$ cat config.mk
export PLATFORM = sky130hd
export DESIGN_NAME = txq_merge_arb
export DESIGN_NICKNAME = d
export VERILOG_FILES = /design/src/rtl/txq_merge_arb.sv
export SDC_FILE = /design/constraint.sdc
export NUM_CORES = 1
export LEC_CHECK = 0
export BUFFER_PORTS_ARGS = -buffer_cell sky130_fd_sc_hd__buf_2
export CORE_UTILIZATION = 50
export CTS_CLUSTER_DIAMETER = 100
export DETAILED_ROUTE_END_ITERATION = 10
export GPL_TIMING_DRIVEN = 0
export PLACE_DENSITY_LB_ADDON = 0.12
export SYNTH_ARGS = -nofsm -noshare
export SYNTH_HDL_FRONTEND = slang
export SYNTH_SLANG_ARGS = --single-unit
$ cat constraint.sdc
create_clock -name clk -period 9 [get_ports clk]
set_input_delay 1.8 -clock clk [delete_from_list [all_inputs] [get_ports clk]]
set_output_delay 1.8 -clock clk [all_outputs]
set_load 0.02 [all_outputs]
$ cat src/rtl/txq_merge_arb.sv
module txq_merge_arb #(
  parameter int NCLS   = 8,
  parameter int HW     = 8,
  parameter int POOL   = 16,
  parameter int MDEPTH = 4,
  parameter int TSW    = 8
) (
  input  logic                    clk,
  input  logic                    rst_n,
  input  logic                    enq_valid,
  input  logic [$clog2(NCLS)-1:0] enq_class,
  input  logic                    enq_mcast,
  input  logic [HW-1:0]           enq_handle,
  output logic                    enq_overflow,
  output logic                    deq_valid,
  input  logic                    deq_ready,
  output logic [HW-1:0]           deq_handle,
  output logic [$clog2(NCLS)-1:0] deq_class,
  output logic                    deq_mcast
);
  localparam int CW  = $clog2(NCLS);
  localparam int NMC = NCLS / 2;
  localparam int PW  = $clog2(POOL);
  localparam int MW  = $clog2(MDEPTH);
  localparam int UCW = $clog2(POOL + 1);
  localparam int MCW = $clog2(MDEPTH + 1);

  logic [TSW-1:0] tsc;
  logic [HW-1:0]  p_hdl [POOL];
  logic [TSW-1:0] p_ts  [POOL];
  logic [PW-1:0]  p_nxt [POOL];
  logic [POOL-1:0] busy;
  logic [PW-1:0]  u_head [NCLS];
  logic [PW-1:0]  u_tail [NCLS];
  logic [UCW-1:0] u_cnt  [NCLS];
  logic [HW-1:0]  m_hdl [NMC][MDEPTH];
  logic [TSW-1:0] m_ts  [NMC][MDEPTH];
  logic [MW-1:0]  m_wp [NMC];
  logic [MW-1:0]  m_rp [NMC];
  logic [MCW-1:0] m_cnt [NMC];

  logic [NCLS-1:0] u_ne, m_ne, pick_m, cls_ne;
  logic [HW-1:0]   mc_hd [NCLS];
  logic [PW-1:0]   free_idx;
  logic            pool_full;
  logic [CW-1:0]   sel;

  always_comb begin
    free_idx = '0;
    for (int i = POOL - 1; i >= 0; i--)
      if (!busy[i]) free_idx = PW'(i);
  end
  assign pool_full = &busy;

  for (genvar c = 0; c < NCLS; c++) begin : g_cls
    assign u_ne[c] = (u_cnt[c] != '0);
    if (c % 2 == 0) begin : g_pair
      localparam int M = c / 2;
      logic [TSW-1:0] dlt;
      assign m_ne[c]  = (m_cnt[M] != '0);
      assign mc_hd[c] = m_hdl[M][m_rp[M]];
      assign dlt      = p_ts[u_head[c]] - m_ts[M][m_rp[M]];
      assign pick_m[c] = m_ne[c] && (!u_ne[c] || (dlt != '0 && !dlt[TSW-1]));
    end else begin : g_solo
      assign m_ne[c]   = 1'b0;
      assign mc_hd[c]  = '0;
      assign pick_m[c] = 1'b0;
    end
    assign cls_ne[c] = u_ne[c] | m_ne[c];
  end

  always_comb begin
    sel = '0;
    for (int c = 0; c < NCLS; c++)
      if (cls_ne[c]) sel = CW'(c);
  end

  assign deq_valid  = |cls_ne;
  assign deq_class  = sel;
  assign deq_mcast  = pick_m[sel];
  assign deq_handle = pick_m[sel] ? mc_hd[sel] : p_hdl[u_head[sel]];

  logic [CW-2:0] enq_mi, sel_mi;
  logic fire, pop_u, pop_m, ok_u, ok_m, acc, drop;
  assign enq_mi = enq_class[CW-1:1];
  assign sel_mi = sel[CW-1:1];
  assign fire   = deq_valid & deq_ready;
  assign pop_u  = fire & ~deq_mcast;
  assign pop_m  = fire & deq_mcast;
  assign ok_u   = ~enq_mcast & ~pool_full;
  assign ok_m   = enq_mcast & ~enq_class[0] & (m_cnt[enq_mi] != MCW'(MDEPTH));
  assign acc    = enq_valid & (ok_u | ok_m);
  assign drop   = enq_valid & ~(ok_u | ok_m);

  always_ff @(posedge clk) begin
    if (!rst_n) begin
      tsc          <= '0;
      busy         <= '0;
      enq_overflow <= 1'b0;
      for (int c = 0; c < NCLS; c++) begin
        u_cnt[c]  <= '0;
        u_head[c] <= '0;
        u_tail[c] <= '0;
      end
      for (int m = 0; m < NMC; m++) begin
        m_cnt[m] <= '0;
        m_wp[m]  <= '0;
        m_rp[m]  <= '0;
      end
    end else begin
      tsc          <= tsc + 1'b1;
      enq_overflow <= drop;
      if (pop_u) begin
        busy[u_head[sel]] <= 1'b0;
        u_head[sel]       <= p_nxt[u_head[sel]];
      end
      if (acc && !enq_mcast) begin
        busy[free_idx] <= 1'b1;
        if (u_cnt[enq_class] == '0 ||
            (u_cnt[enq_class] == UCW'(1) && pop_u && sel == enq_class))
          u_head[enq_class] <= free_idx;
        u_tail[enq_class] <= free_idx;
      end
      for (int c = 0; c < NCLS; c++)
        u_cnt[c] <= u_cnt[c]
                  + UCW'(acc && !enq_mcast && enq_class == CW'(c))
                  - UCW'(pop_u && sel == CW'(c));
      for (int m = 0; m < NMC; m++) begin
        m_cnt[m] <= m_cnt[m]
                  + MCW'(acc && enq_mcast && enq_mi == (CW-1)'(m))
                  - MCW'(pop_m && sel_mi == (CW-1)'(m));
        if (acc && enq_mcast && enq_mi == (CW-1)'(m)) m_wp[m] <= m_wp[m] + 1'b1;
        if (pop_m && sel_mi == (CW-1)'(m))           m_rp[m] <= m_rp[m] + 1'b1;
      end
    end
  end

  always_ff @(posedge clk) begin
    if (acc && !enq_mcast) begin
      p_hdl[free_idx] <= enq_handle;
      p_ts[free_idx]  <= tsc;
      if (u_cnt[enq_class] != '0) p_nxt[u_tail[enq_class]] <= free_idx;
    end
    if (acc && enq_mcast) begin
      m_hdl[enq_mi][m_wp[enq_mi]] <= enq_handle;
      m_ts[enq_mi][m_wp[enq_mi]]  <= tsc;
    end
  end

  int u_sum, all_sum;
  always_comb begin
    u_sum = 0;
    for (int c = 0; c < NCLS; c++) u_sum += int'(u_cnt[c]);
    all_sum = u_sum;
    for (int m = 0; m < NMC; m++) all_sum += int'(m_cnt[m]);
  end

  AST_POOL_ACCOUNT: assert property (@(posedge clk) disable iff (!rst_n)
    $countones(busy) == u_sum);
  AST_OVF_CAUSE: assert property (@(posedge clk) disable iff (!rst_n)
    enq_overflow |-> $past(enq_valid));
  AST_HOLD_NO_READY: assert property (@(posedge clk) disable iff (!rst_n)
    (deq_valid && !deq_ready) |=> deq_valid);
  AST_NO_SILENT_LOSS: assert property (@(posedge clk) disable iff (!rst_n)
    !fire |=> all_sum >= $past(all_sum));
  AST_MC_EVEN_ONLY: assert property (@(posedge clk) disable iff (!rst_n)
    (deq_valid && deq_mcast) |-> !deq_class[0]);
  for (genvar m = 0; m < NMC; m++) begin : g_mchk
    AST_MC_BOUND: assert property (@(posedge clk) disable iff (!rst_n)
      m_cnt[m] <= MCW'(MDEPTH));
  end
endmodule

==> out/summary.json, run 1 <==
{
  "logic_synthesis": {
    "yosys.area_share.simple_pct": 8.09,
    "synthAdderAreaFrac_pct": 3.85,
    "syn_inst": 2432,
    "syn-cell-area_sq_um": 36000,
    "synth_flop_cell": "sky130_fd_sc_hd__edfxtp_1",
    "flip_flop_and_latch_count_after_synthesis": 733,
    "synth_compound_area_share_pct": 6.18,
    "synth_seq_area_share_pct": 59.1,
    "mapped_nets": 2549,
    "syn_avg_cell_area_sq_um": 14.8,
    "synth_top_family_by_area": "multiplexers",
    "yosys.area.top_type": "sky130_fd_sc_hd__edfxtp_1",
    "synth_mux_area_share_pct": 18.0,
    "ys_async_sr_fraction_pct": 0,
    "synthesis.yosys.warnings": 0,
    "netlist-cell-type-count": 91,
    "xor_xnor_share_of_the_synthesized_area_pct": 1.58,
    "synth-edff-count": 656,
    "synth_area_leaders": "sky130_fd_sc_hd__edfxtp_1, sky130_fd_sc_hd__mux4_2, sky130_fd_sc_hd__dfxtp_1",
    "yosysTopAreaCellShare_pct": 54.8
  },
  "clock_tree": {
    "hold_fix_buffers_at_cts": 0,
    "skew_pair_late_insertion_delay_ns": 0.63,
    "cts_tree": "built",
    "clockBufferDepth": 3,
    "htreeDepth": 3,
    "clock-sinks": 733,
    "clkSlewWorstSetupHoldPaths_ns": 0.06,
    "clk_root_buffer_cell": "sky130_fd_sc_hd__clkbuf_16",
    "number_of_clock_buffers_inserted_by_tritoncts": 79
  },
  "sta": {
    "finalSetupViolations": 0,
    "timing.final.ws_setup_ns": 0.256,
    "report.final.slew_viol_count": 0,
    "finClkSkew_ns": 0.0293,
    "fmaxAchievable_mhz": 114,
    "timing.final.crit_share_pct": 97.2,
    "hold_slack_ns": 0.564,
    "period_needed_ns": 8.74,
    "setup_repair_after_global_routing_missed_its_margin": "false",
    "hold_viol": 0,
    "worstMarginPinSlew_ns": 1.43,
    "slew-limit-headroom_pct": 4.71
  },
  "routing": {
    "drt_pre_antenna_iters": 6,
    "drtIter0Drc": 2681,
    "wl_per_cell_um": 27.3,
    "vias_per_cell": 6.30,
    "drtAntennaViolNets": 0,
    "detailroute.via_count": 22560,
    "wirelength_mm": 97.8,
    "drc": 0
  },
  "hold_path": {
    "worstHoldPathCells": 2,
    "timing.hold.worst.class": "flop to flop",
    "hold_start": "busy[12]"
  },
  "power": {
    "power.density_cell_area_nw_per_um2": 306,
    "total_power_mw": 12.4,
    "power.leakage_nw": 13.9,
    "worst_vdd_ir_uv": 210
  },
  "layout": {
    "insertedDiodeCount": 0,
    "instances_no_fill": 3582,
    "design.final.nets": 2696,
    "final_util_pct": 57.4,
    "fill_cells": 5573,
    "post_route_cells_drive_above_1_share_pct": 21.7,
    "area_growth_syn_to_layout_pct": 12.8
  },
  "floorplan": {
    "floorplan.initialDensity_pct": 50.9,
    "pin_count": 30,
    "placeableCoreArea_sq_um": 70600,
    "placement_rows": 97,
    "die-width_um": 270,
    "dieHeight_um": 270,
    "die-area_sq_um": 73000
  },
  "placement": {
    "gp_routability_congestion": 0.895,
    "dp_hpwl_mm": 70.2,
    "place_worst_setup_slack_ns": 0.283,
    "buffer_ports.inserted": 28,
    "placedCellCount": 3439
  },
  "setup_path": {
    "critical_path.startpoint": "u_head[0][1]",
    "critical_path.max_fanout": 10,
    "worst-setup-path-type": "flop to primary output",
    "timing.rr.start": "u_head[2][0]",
    "worst_ep_arrival_time_ns": 6.94,
    "worst_setup_path_start_kind": "flop",
    "timing.critical_path.to_type": "primary output",
    "critPathRequiredTime_ns": 7.20,
    "r2r_cells": 24
  },
  "flow_run": {
    "timing.max_cap.violations": 0
  },
  "global_route": {
    "grt_max_degree": 37,
    "grt.overflow.total": 0,
    "grt_pass1_vias": 22546,
    "grt_pass1_wl_mm": 146,
    "grt.total_usage_pct": 27.1,
    "global_route.usage.met1_pct": 37.1,
    "grt_antenna_before_repair": 1,
    "grt_most_used_layer": "met2",
    "gr-usage-met3_pct": 4.49,
    "globalRouteMet2Util_pct": 43.8
  },
  "status": {
    "status": "finished, final reports clean"
  }
}
## cell type report
| type | instances | area [sq um] | area share [%] |
|---|---|---|---|
| Sequential cell | 733 | 21200 | 52.4 |
| Multi-Input combinational cell | 1426 | 13700 | 33.7 |
| Clock buffer | 103 | 2130 | 5.25 |
| Tap cell | 940 | 1180 | 2.90 |
| Timing Repair Buffer | 68 | 678 | 1.67 |
| Buffer | 127 | 651 | 1.60 |
| Inverter | 144 | 543 | 1.34 |
| Clock inverter | 41 | 487 | 1.20 |
## sequential cells by signal, indices dropped and copies added (netlist names)
name and cells:
m_hdl 128, m_ts 128, p_hdl 128, p_ts 128, p_nxt 64, u_cnt 40
u_head 32, u_tail 32, busy 16, m_cnt 12, m_rp 8, m_wp 8
tsc 8, enq_overflow 1
## through the flow
| stage | cell area, sq um | TNS [ns] |
|---|---|---|
| 3_3_place_gp | 37300 | -2.20 |
| 5_1_grt | 40600 | 0 |
| 2_1_floorplan | 36000 | 0 |
| 6_report | 40600 | 0 |
| 4_1_cts | 40600 | 0 |
| 3_5_place_dp | 37900 | 0 |
## cell usage in the layout, fill, tap and decap left out, types with 26 or more instances in the layout
cell / count
sky130_fd_sc_hd__a21oi_1: 51
sky130_fd_sc_hd__a31oi_1: 39
sky130_fd_sc_hd__buf_2: 46
sky130_fd_sc_hd__clkbuf_1: 82
sky130_fd_sc_hd__clkbuf_16: 81
sky130_fd_sc_hd__dfxtp_1: 76
sky130_fd_sc_hd__edfxtp_1: 656
sky130_fd_sc_hd__ha_1: 85
sky130_fd_sc_hd__inv_1: 137
sky130_fd_sc_hd__mux2_2: 32
sky130_fd_sc_hd__mux2i_1: 66
sky130_fd_sc_hd__mux4_2: 240
sky130_fd_sc_hd__nand2_1: 136
sky130_fd_sc_hd__nand3_1: 41
sky130_fd_sc_hd__nor2_1: 194
sky130_fd_sc_hd__nor2_2: 26
sky130_fd_sc_hd__nor3_1: 37
sky130_fd_sc_hd__o21ai_0: 64
sky130_fd_sc_hd__xnor2_1: 38
sky130_fd_sc_hd__xor2_1: 27
## routing by layer
layer  vias up  wire, um
met4         0      3440
met3       178      7880
li1       9788         -
met5         -         0
met1     11473     39500
met2      1121     47000
## power breakdown
group          leakage [nW]  internal (mW)  switching (mW)  total, mW
Combinational          5.85           1.91            3.25       5.16
Sequential             6.76           3.83           0.121       3.95
Clock                  1.26           1.96            1.34       3.30
## Yosys cell counts (13+ instances only)
cell and count:
sky130_fd_sc_hd__a21oi_1 51, sky130_fd_sc_hd__a31o_1 14, sky130_fd_sc_hd__a31oi_1 39, sky130_fd_sc_hd__and2_1 24
sky130_fd_sc_hd__buf_1 31, sky130_fd_sc_hd__buf_2 16, sky130_fd_sc_hd__clkbuf_1 64, sky130_fd_sc_hd__dfxtp_1 77
sky130_fd_sc_hd__edfxtp_1 656, sky130_fd_sc_hd__fa_1 16, sky130_fd_sc_hd__ha_1 85, sky130_fd_sc_hd__inv_1 137
sky130_fd_sc_hd__mux2_2 32, sky130_fd_sc_hd__mux2i_1 66, sky130_fd_sc_hd__mux4_2 240, sky130_fd_sc_hd__nand2_1 136
sky130_fd_sc_hd__nand2b_1 13, sky130_fd_sc_hd__nand3_1 41, sky130_fd_sc_hd__nand3b_1 16, sky130_fd_sc_hd__nor2_1 218
sky130_fd_sc_hd__nor2b_1 13, sky130_fd_sc_hd__nor3_1 43, sky130_fd_sc_hd__o21ai_0 64, sky130_fd_sc_hd__o21ai_1 16
sky130_fd_sc_hd__or3_1 19, sky130_fd_sc_hd__xnor2_1 38, sky130_fd_sc_hd__xor2_1 27
## timing repair
| action | 4_1_cts | 5_1_grt |
|---|---|---|
| endpoints found under the setup margin | 8 | 8 |
| hold endpoints to repair | 0 | 0 |
| setup buffers | 0 | 0 |
| resized for setup | 13 | 3 |
## path summary, 6_finish.rpt
kind | slack [ns] | to
worst max-delay path | 0.26 | deq_handle[0]
worst min-delay path | 0.56 | busy[12]
worst max register to register | 1.36 | u_cnt[2][4]
worst min register to register | 0.56 | busy[12]
## cells by family (layout without fill, tap and decap cells)
family,after synthesis,count (layout)
flops,733,733
compound gates,323,323
simple gates,594,594
xor+xnor,65,65
buf+inv,273,483
mux,343,343
fa+ha+maj,101,101
## critical path, stage by stage, from the launching register on
cell,delay [ns]
sky130_fd_sc_hd__edfxtp_1,0.57
sky130_fd_sc_hd__clkbuf_1,0.65
sky130_fd_sc_hd__clkbuf_1,0.66
sky130_fd_sc_hd__mux4_2,0.43
sky130_fd_sc_hd__mux4_2,0.55
sky130_fd_sc_hd__ha_1,0.36
sky130_fd_sc_hd__a21o_1,0.18
sky130_fd_sc_hd__nand2_1,0.08
sky130_fd_sc_hd__nand2_1,0.12
sky130_fd_sc_hd__o41ai_1,0.43
sky130_fd_sc_hd__xnor2_1,0.13
sky130_fd_sc_hd__a311oi_1,0.62
sky130_fd_sc_hd__o22ai_4,0.23
sky130_fd_sc_hd__inv_2,0.14
sky130_fd_sc_hd__buf_2,0.32
sky130_fd_sc_hd__nand3_1,0.41
sky130_fd_sc_hd__o21ai_1,0.24
sky130_fd_sc_hd__buf_2,0.20
Power figures use the tool's default switching activity.
==> run 2, diff against run 1 <==
--- a/config.mk
+++ b/config.mk
@@ -5,11 +5,11 @@
 export SDC_FILE = /design/constraint.sdc
 export NUM_CORES = 1
 export LEC_CHECK = 0
+export ABC_AREA = 1
 export BUFFER_PORTS_ARGS = -buffer_cell sky130_fd_sc_hd__buf_2
-export CORE_UTILIZATION = 50
+export CORE_UTILIZATION = 64
 export CTS_CLUSTER_DIAMETER = 100
 export DETAILED_ROUTE_END_ITERATION = 10
-export GPL_TIMING_DRIVEN = 0
 export PLACE_DENSITY_LB_ADDON = 0.12
 export SYNTH_ARGS = -nofsm -noshare
 export SYNTH_HDL_FRONTEND = slang
==> run 2 against run 1 <==
Setup slack gained 0.84 ns. Synthesized cell count grew 61%. Clock-buffer cell count shrank 5. Sequential share of layout area grew 0.48 points. Global-route usage grew 8.6 points. Via count grew 31%. Die area shrank 20%. Non-clock buffer count shrank 114. Wire length grew 7.5%. Core utilization grew 14 points. Area after synthesis grew 2.5%. Register-to-register slack gained 0.48 ns. Largest cell class unchanged. Highest routed layer is now met5.
==> out/summary.json, run 2 <==
{
  "layout": {
    "layout.cells.most_common_list": "sky130_fd_sc_hd__nand2_1, sky130_fd_sc_hd__edfxtp_1, sky130_fd_sc_hd__o21ai_0",
    "design.final.nets": {"value": 4006, "change": "+49%"},
    "multi_input_area": {"value": 13500, "unit": "sq um", "change": "-1.3%"},
    "fill_cells": {"value": 4212, "change": "-24%"},
    "area.sequential": {"value": 21200, "unit": "sq um", "change": "about the same"},
    "insertedDiodeCount": {"value": 0, "change": "unchanged"},
    "final_util": {"value": 71.0, "unit": "%", "change": "+14 points"},
    "final_common_cell": "sky130_fd_sc_hd__nand2_1",
    "post_route_cells_drive_above_1_share": {"value": 7.39, "unit": "%", "change": "-14 points"},
    "area_growth_syn_to_layout_pct": 9.09
  },
  "clock_tree": {
    "gates_resized_cts_repair": {"value": 0, "change": "-13"},
    "clkSlewWorstSetupHoldPaths": {"value": 0.06, "unit": "ns", "change": "about the same"},
    "clk_root_buffer_cell": "sky130_fd_sc_hd__clkbuf_16",
    "number_of_clock_buffers_inserted_by_tritoncts": {"value": 77, "change": "-2.5%"},
    "htreeDepth": {"value": 3, "change": "unchanged"},
    "hold_fix_buffers_at_cts": {"value": 0, "change": "unchanged"},
    "clock-sinks": {"value": 733, "change": "unchanged"},
    "clockBufferDepth": {"value": 3, "change": "unchanged"},
    "cts_tree": "built",
    "post_cts.repair.setup_buffers": {"value": 0, "change": "unchanged"},
    "skew_pair_late_insertion_delay": {"value": 0.65, "unit": "ns", "change": "+0.02 ns"}
  },
  "placement": {
    "dp_hpwl": {"value": 68.0, "unit": "mm", "change": "-3.0%"},
    "gp_routability_congestion": {"value": 0.990, "change": "+11%"},
    "place_worst_setup_slack": {"value": 2.00, "unit": "ns", "change": "+1.72 ns"},
    "buffer_ports.inserted": {"value": 29, "change": "+3.6%"}
  },
  "setup_path": {
    "max_stage_delay": {"value": 0.91, "unit": "ns", "change": "+0.25 ns"},
    "critical_path.max_fanout": {"value": 50, "change": "+40"},
    "worst_ep_arrival_time": {"value": 6.10, "unit": "ns", "change": "-0.84 ns"},
    "timing.critical_path.to_type": "primary output",
    "critical_path.startpoint": "u_cnt[6][3]",
    "cpMaxStageDelayCell": "sky130_fd_sc_hd__nor2_1",
    "critical_path.most_common_cell": "sky130_fd_sc_hd__nand2_1",
    "worst-setup-path-type": "flop to primary output",
    "worstPathCellList": "inv_1, ha_1, nand2_1, nor2_2, nand2_2, nor2_4, inv_2, nor2_4, inv_2, nand3_2, nand2_4, buf_4, nor2_1, nand2_1, nand3_1, nand2_1, nand2_1, nor2_1, nor2_1, buf_2",
    "r2r_cells": {"value": 29, "change": "+21%"},
    "timing.rr.start": "u_head[4][1]",
    "r2r_setup_slack": {"value": 1.84, "unit": "ns", "change": "+0.48 ns"},
    "worst_setup_path_start_kind": "flop",
    "critPathRequiredTime": {"value": 7.20, "unit": "ns", "change": "about the same"},
    "regToRegEndpoint": "u_cnt[3][4]"
  },
  "sta": {
    "setup_repair_after_global_routing_missed_its_margin": "false",
    "period_needed": {"value": 7.90, "unit": "ns", "change": "-0.845 ns"},
    "timing.final.crit_share": {"value": 87.8, "unit": "%", "change": "-9.4 points"},
    "report.final.slew_viol_count": {"value": 0, "change": "unchanged"},
    "hold_viol": {"value": 0, "change": "unchanged"},
    "slew-limit-headroom": {"value": 3.02, "unit": "%", "change": "-1.7 points"},
    "timing.final.ws_setup": {"value": 1.10, "unit": "ns", "change": "+0.845 ns"},
    "worstMarginPinSlew": {"value": 1.44, "unit": "ns", "change": "+0.0121 ns"},
    "fmaxAchievable": {"value": 127, "unit": "MHz", "change": "+11%"},
    "finalSetupViolations": {"value": 0, "change": "unchanged"},
    "finClkSkew": {"value": 0.0179, "unit": "ns", "change": "-0.0114 ns"},
    "setup_tns": {"value": 0, "unit": "ns", "change": "unchanged"}
  },
  "logic_synthesis": {
    "synth_seq_area_share": {"value": 57.6, "unit": "%", "change": "-1.4 points"},
    "flip_flop_and_latch_count_after_synthesis": {"value": 733, "change": "unchanged"},
    "netlist-cell-type-count": {"value": 55, "change": "-40%"},
    "synth_flop_cell": "sky130_fd_sc_hd__edfxtp_1",
    "syn_inst": {"value": 3915, "change": "+61%"},
    "synth_area_leaders": "sky130_fd_sc_hd__edfxtp_1, sky130_fd_sc_hd__nand2_1, sky130_fd_sc_hd__o21ai_0",
    "synthesis.yosys.warnings": {"value": 0, "change": "unchanged"},
    "ys_async_sr_fraction": {"value": 0, "unit": "%", "change": "unchanged"},
    "yosys.area.top_type": "sky130_fd_sc_hd__edfxtp_1",
    "yosys.cell_count.top_type": "sky130_fd_sc_hd__nand2_1",
    "syn-cell-area": {"value": 36900, "unit": "sq um", "change": "+2.5%"},
    "synth-edff-count": {"value": 656, "change": "unchanged"},
    "mapped_nets": {"value": 4032, "change": "+58%"},
    "yosysTopAreaCellShare": {"value": 53.5, "unit": "%", "change": "-1.3 points"},
    "syn_avg_cell_area": {"value": 9.41, "unit": "sq um", "change": "-36%"},
    "synthTopCellsByCount": "sky130_fd_sc_hd__nand2_1, sky130_fd_sc_hd__edfxtp_1, sky130_fd_sc_hd__o21ai_0"
  },
  "global_route": {
    "grt_max_degree": {"value": 92, "change": "+150%"},
    "grt_pass1_wl": {"value": 160, "unit": "mm", "change": "+9.4%"},
    "grt_antenna_before_repair": {"value": 5, "change": "+4"},
    "grt_pass1_vias": {"value": 27502, "change": "+22%"},
    "grt.total_usage": {"value": 35.7, "unit": "%", "change": "+8.6 points"},
    "grt.overflow.total": {"value": 0, "change": "unchanged"}
  },
  "floorplan": {
    "placeableCoreArea": {"value": 56600, "unit": "sq um", "change": "-20%"},
    "dieHeight": {"value": 242, "unit": "um", "change": "-10%"},
    "placement_rows": {"value": 87, "change": "-10%"},
    "die-area": {"value": 58500, "unit": "sq um", "change": "-20%"},
    "floorplan.initialDensity": {"value": 65.1, "unit": "%", "change": "+14 points"},
    "die-width": {"value": 242, "unit": "um", "change": "-10%"},
    "pin_count": {"value": 30, "change": "unchanged"}
  },
  "power": {
    "power.density_cell_area": {"value": 318, "unit": "nW/um^2", "change": "+3.8%"},
    "worst_vdd_ir": {"value": 256, "unit": "uV", "change": "+22%"},
    "power.leakage": {"value": 15.8, "unit": "nW", "change": "+14%"}
  },
  "hold_path": {
    "worstHoldPathCells": {"value": 0, "change": "-2"},
    "hold-path-endpoint": "m_ts[0][23]",
    "timing.hold.worst.class": "flop to flop",
    "hold_start": "tsc[7]"
  },
  "routing": {
    "detailroute.via_count": {"value": 29482, "change": "+31%"},
    "drc": {"value": 0, "change": "unchanged"},
    "wl_per_cell": {"value": 22.3, "unit": "um", "change": "-18%"},
    "wirelength": {"value": 105, "unit": "mm", "change": "+7.5%"},
    "drtAntennaViolNets": {"value": 0, "change": "unchanged"},
    "vias_per_cell": {"value": 6.26, "change": "-0.59%"},
    "drtIter0Drc": {"value": 3700, "change": "+38%"},
    "drt_pre_antenna_iters": {"value": 7, "change": "+1"}
  },
  "flow_run": {
    "timing.max_cap.violations": {"value": 0, "change": "unchanged"}
  },
  "status": {
    "status": "finished, final reports clean"
  }
}
run 2: through the flow:
step	instances	hold slack [ns]	cell area, sq um	power [mW]
2_1_floorplan	3915	0.466	36900	7.94
3_3_place_gp	4566	0.442	37500	9.25
3_5_place_dp	4566	0.457	37500	9.31
4_1_cts	4709	0.471	40200	12.7
5_1_grt	4709	0.498	40200	13.4
6_report	4709	0.473	40200	12.8
run 2: cells by family after synthesis:
| logic type | Yosys count | share of synthesized area, % |
|---|---|---|
| xor+xnor | 31 | 0.737 |
| compound gates | 868 | 13.3 |
| flops | 733 | 57.6 |
| buf+inv | 526 | 5.80 |
| simple gates | 1655 | 18.8 |
| mux | 1 | 0.0272 |
| fa+ha+maj | 101 | 3.76 |
run 2: layout make-up:
type	count	area share, %
multi-input combinational	2656	33.6
inverter	340	3.17
sequential	733	52.8
clock inverter	45	1.58
tap	756	2.35
clock buffer	98	5.14
timing repair buffer	81	1.36
run 2: worst max-delay path by stage:
stage,to,slack (ns),cells after the start
2_1_floorplan,deq_handle[0],3.46,23
3_5_place_dp,deq_handle[1],2.00,18
4_1_cts,deq_handle[7],1.29,20
6_report,deq_handle[7],1.10,20
3_3_place_gp,deq_handle[1],1.99,18
5_1_grt,deq_handle[7],0.79,20
run 2: routing by layer:
layer  vias to the layer above  GRT usage (%)  part of all wire (%)  wire (um)
li1                      13552              -                     -          -
met2                      1813           55.0                    45      47000
met3                       388           7.38                    11      11700
met1                     13719           47.3                    38      39700
met4                        10           21.0                   6.3       6640
met5                         -              0                 0.066         69
run 2: report_power, final:
part | internal [mW] | switching (mW) | total (mW)
combinational | 1.47 | 4.02 | 5.49
sequential | 3.82 | 0.100 | 3.92
clock | 1.97 | 1.39 | 3.36
run 2: worst max-delay path, delay by kind of cell (launching register included):
family	cells	cell delay [ns]
buffers and inverters	5	1.20
flip-flops	1	0.33
adder cells (fa/ha/maj)	1	0.13
AND/OR/NAND/NOR	14	3.74
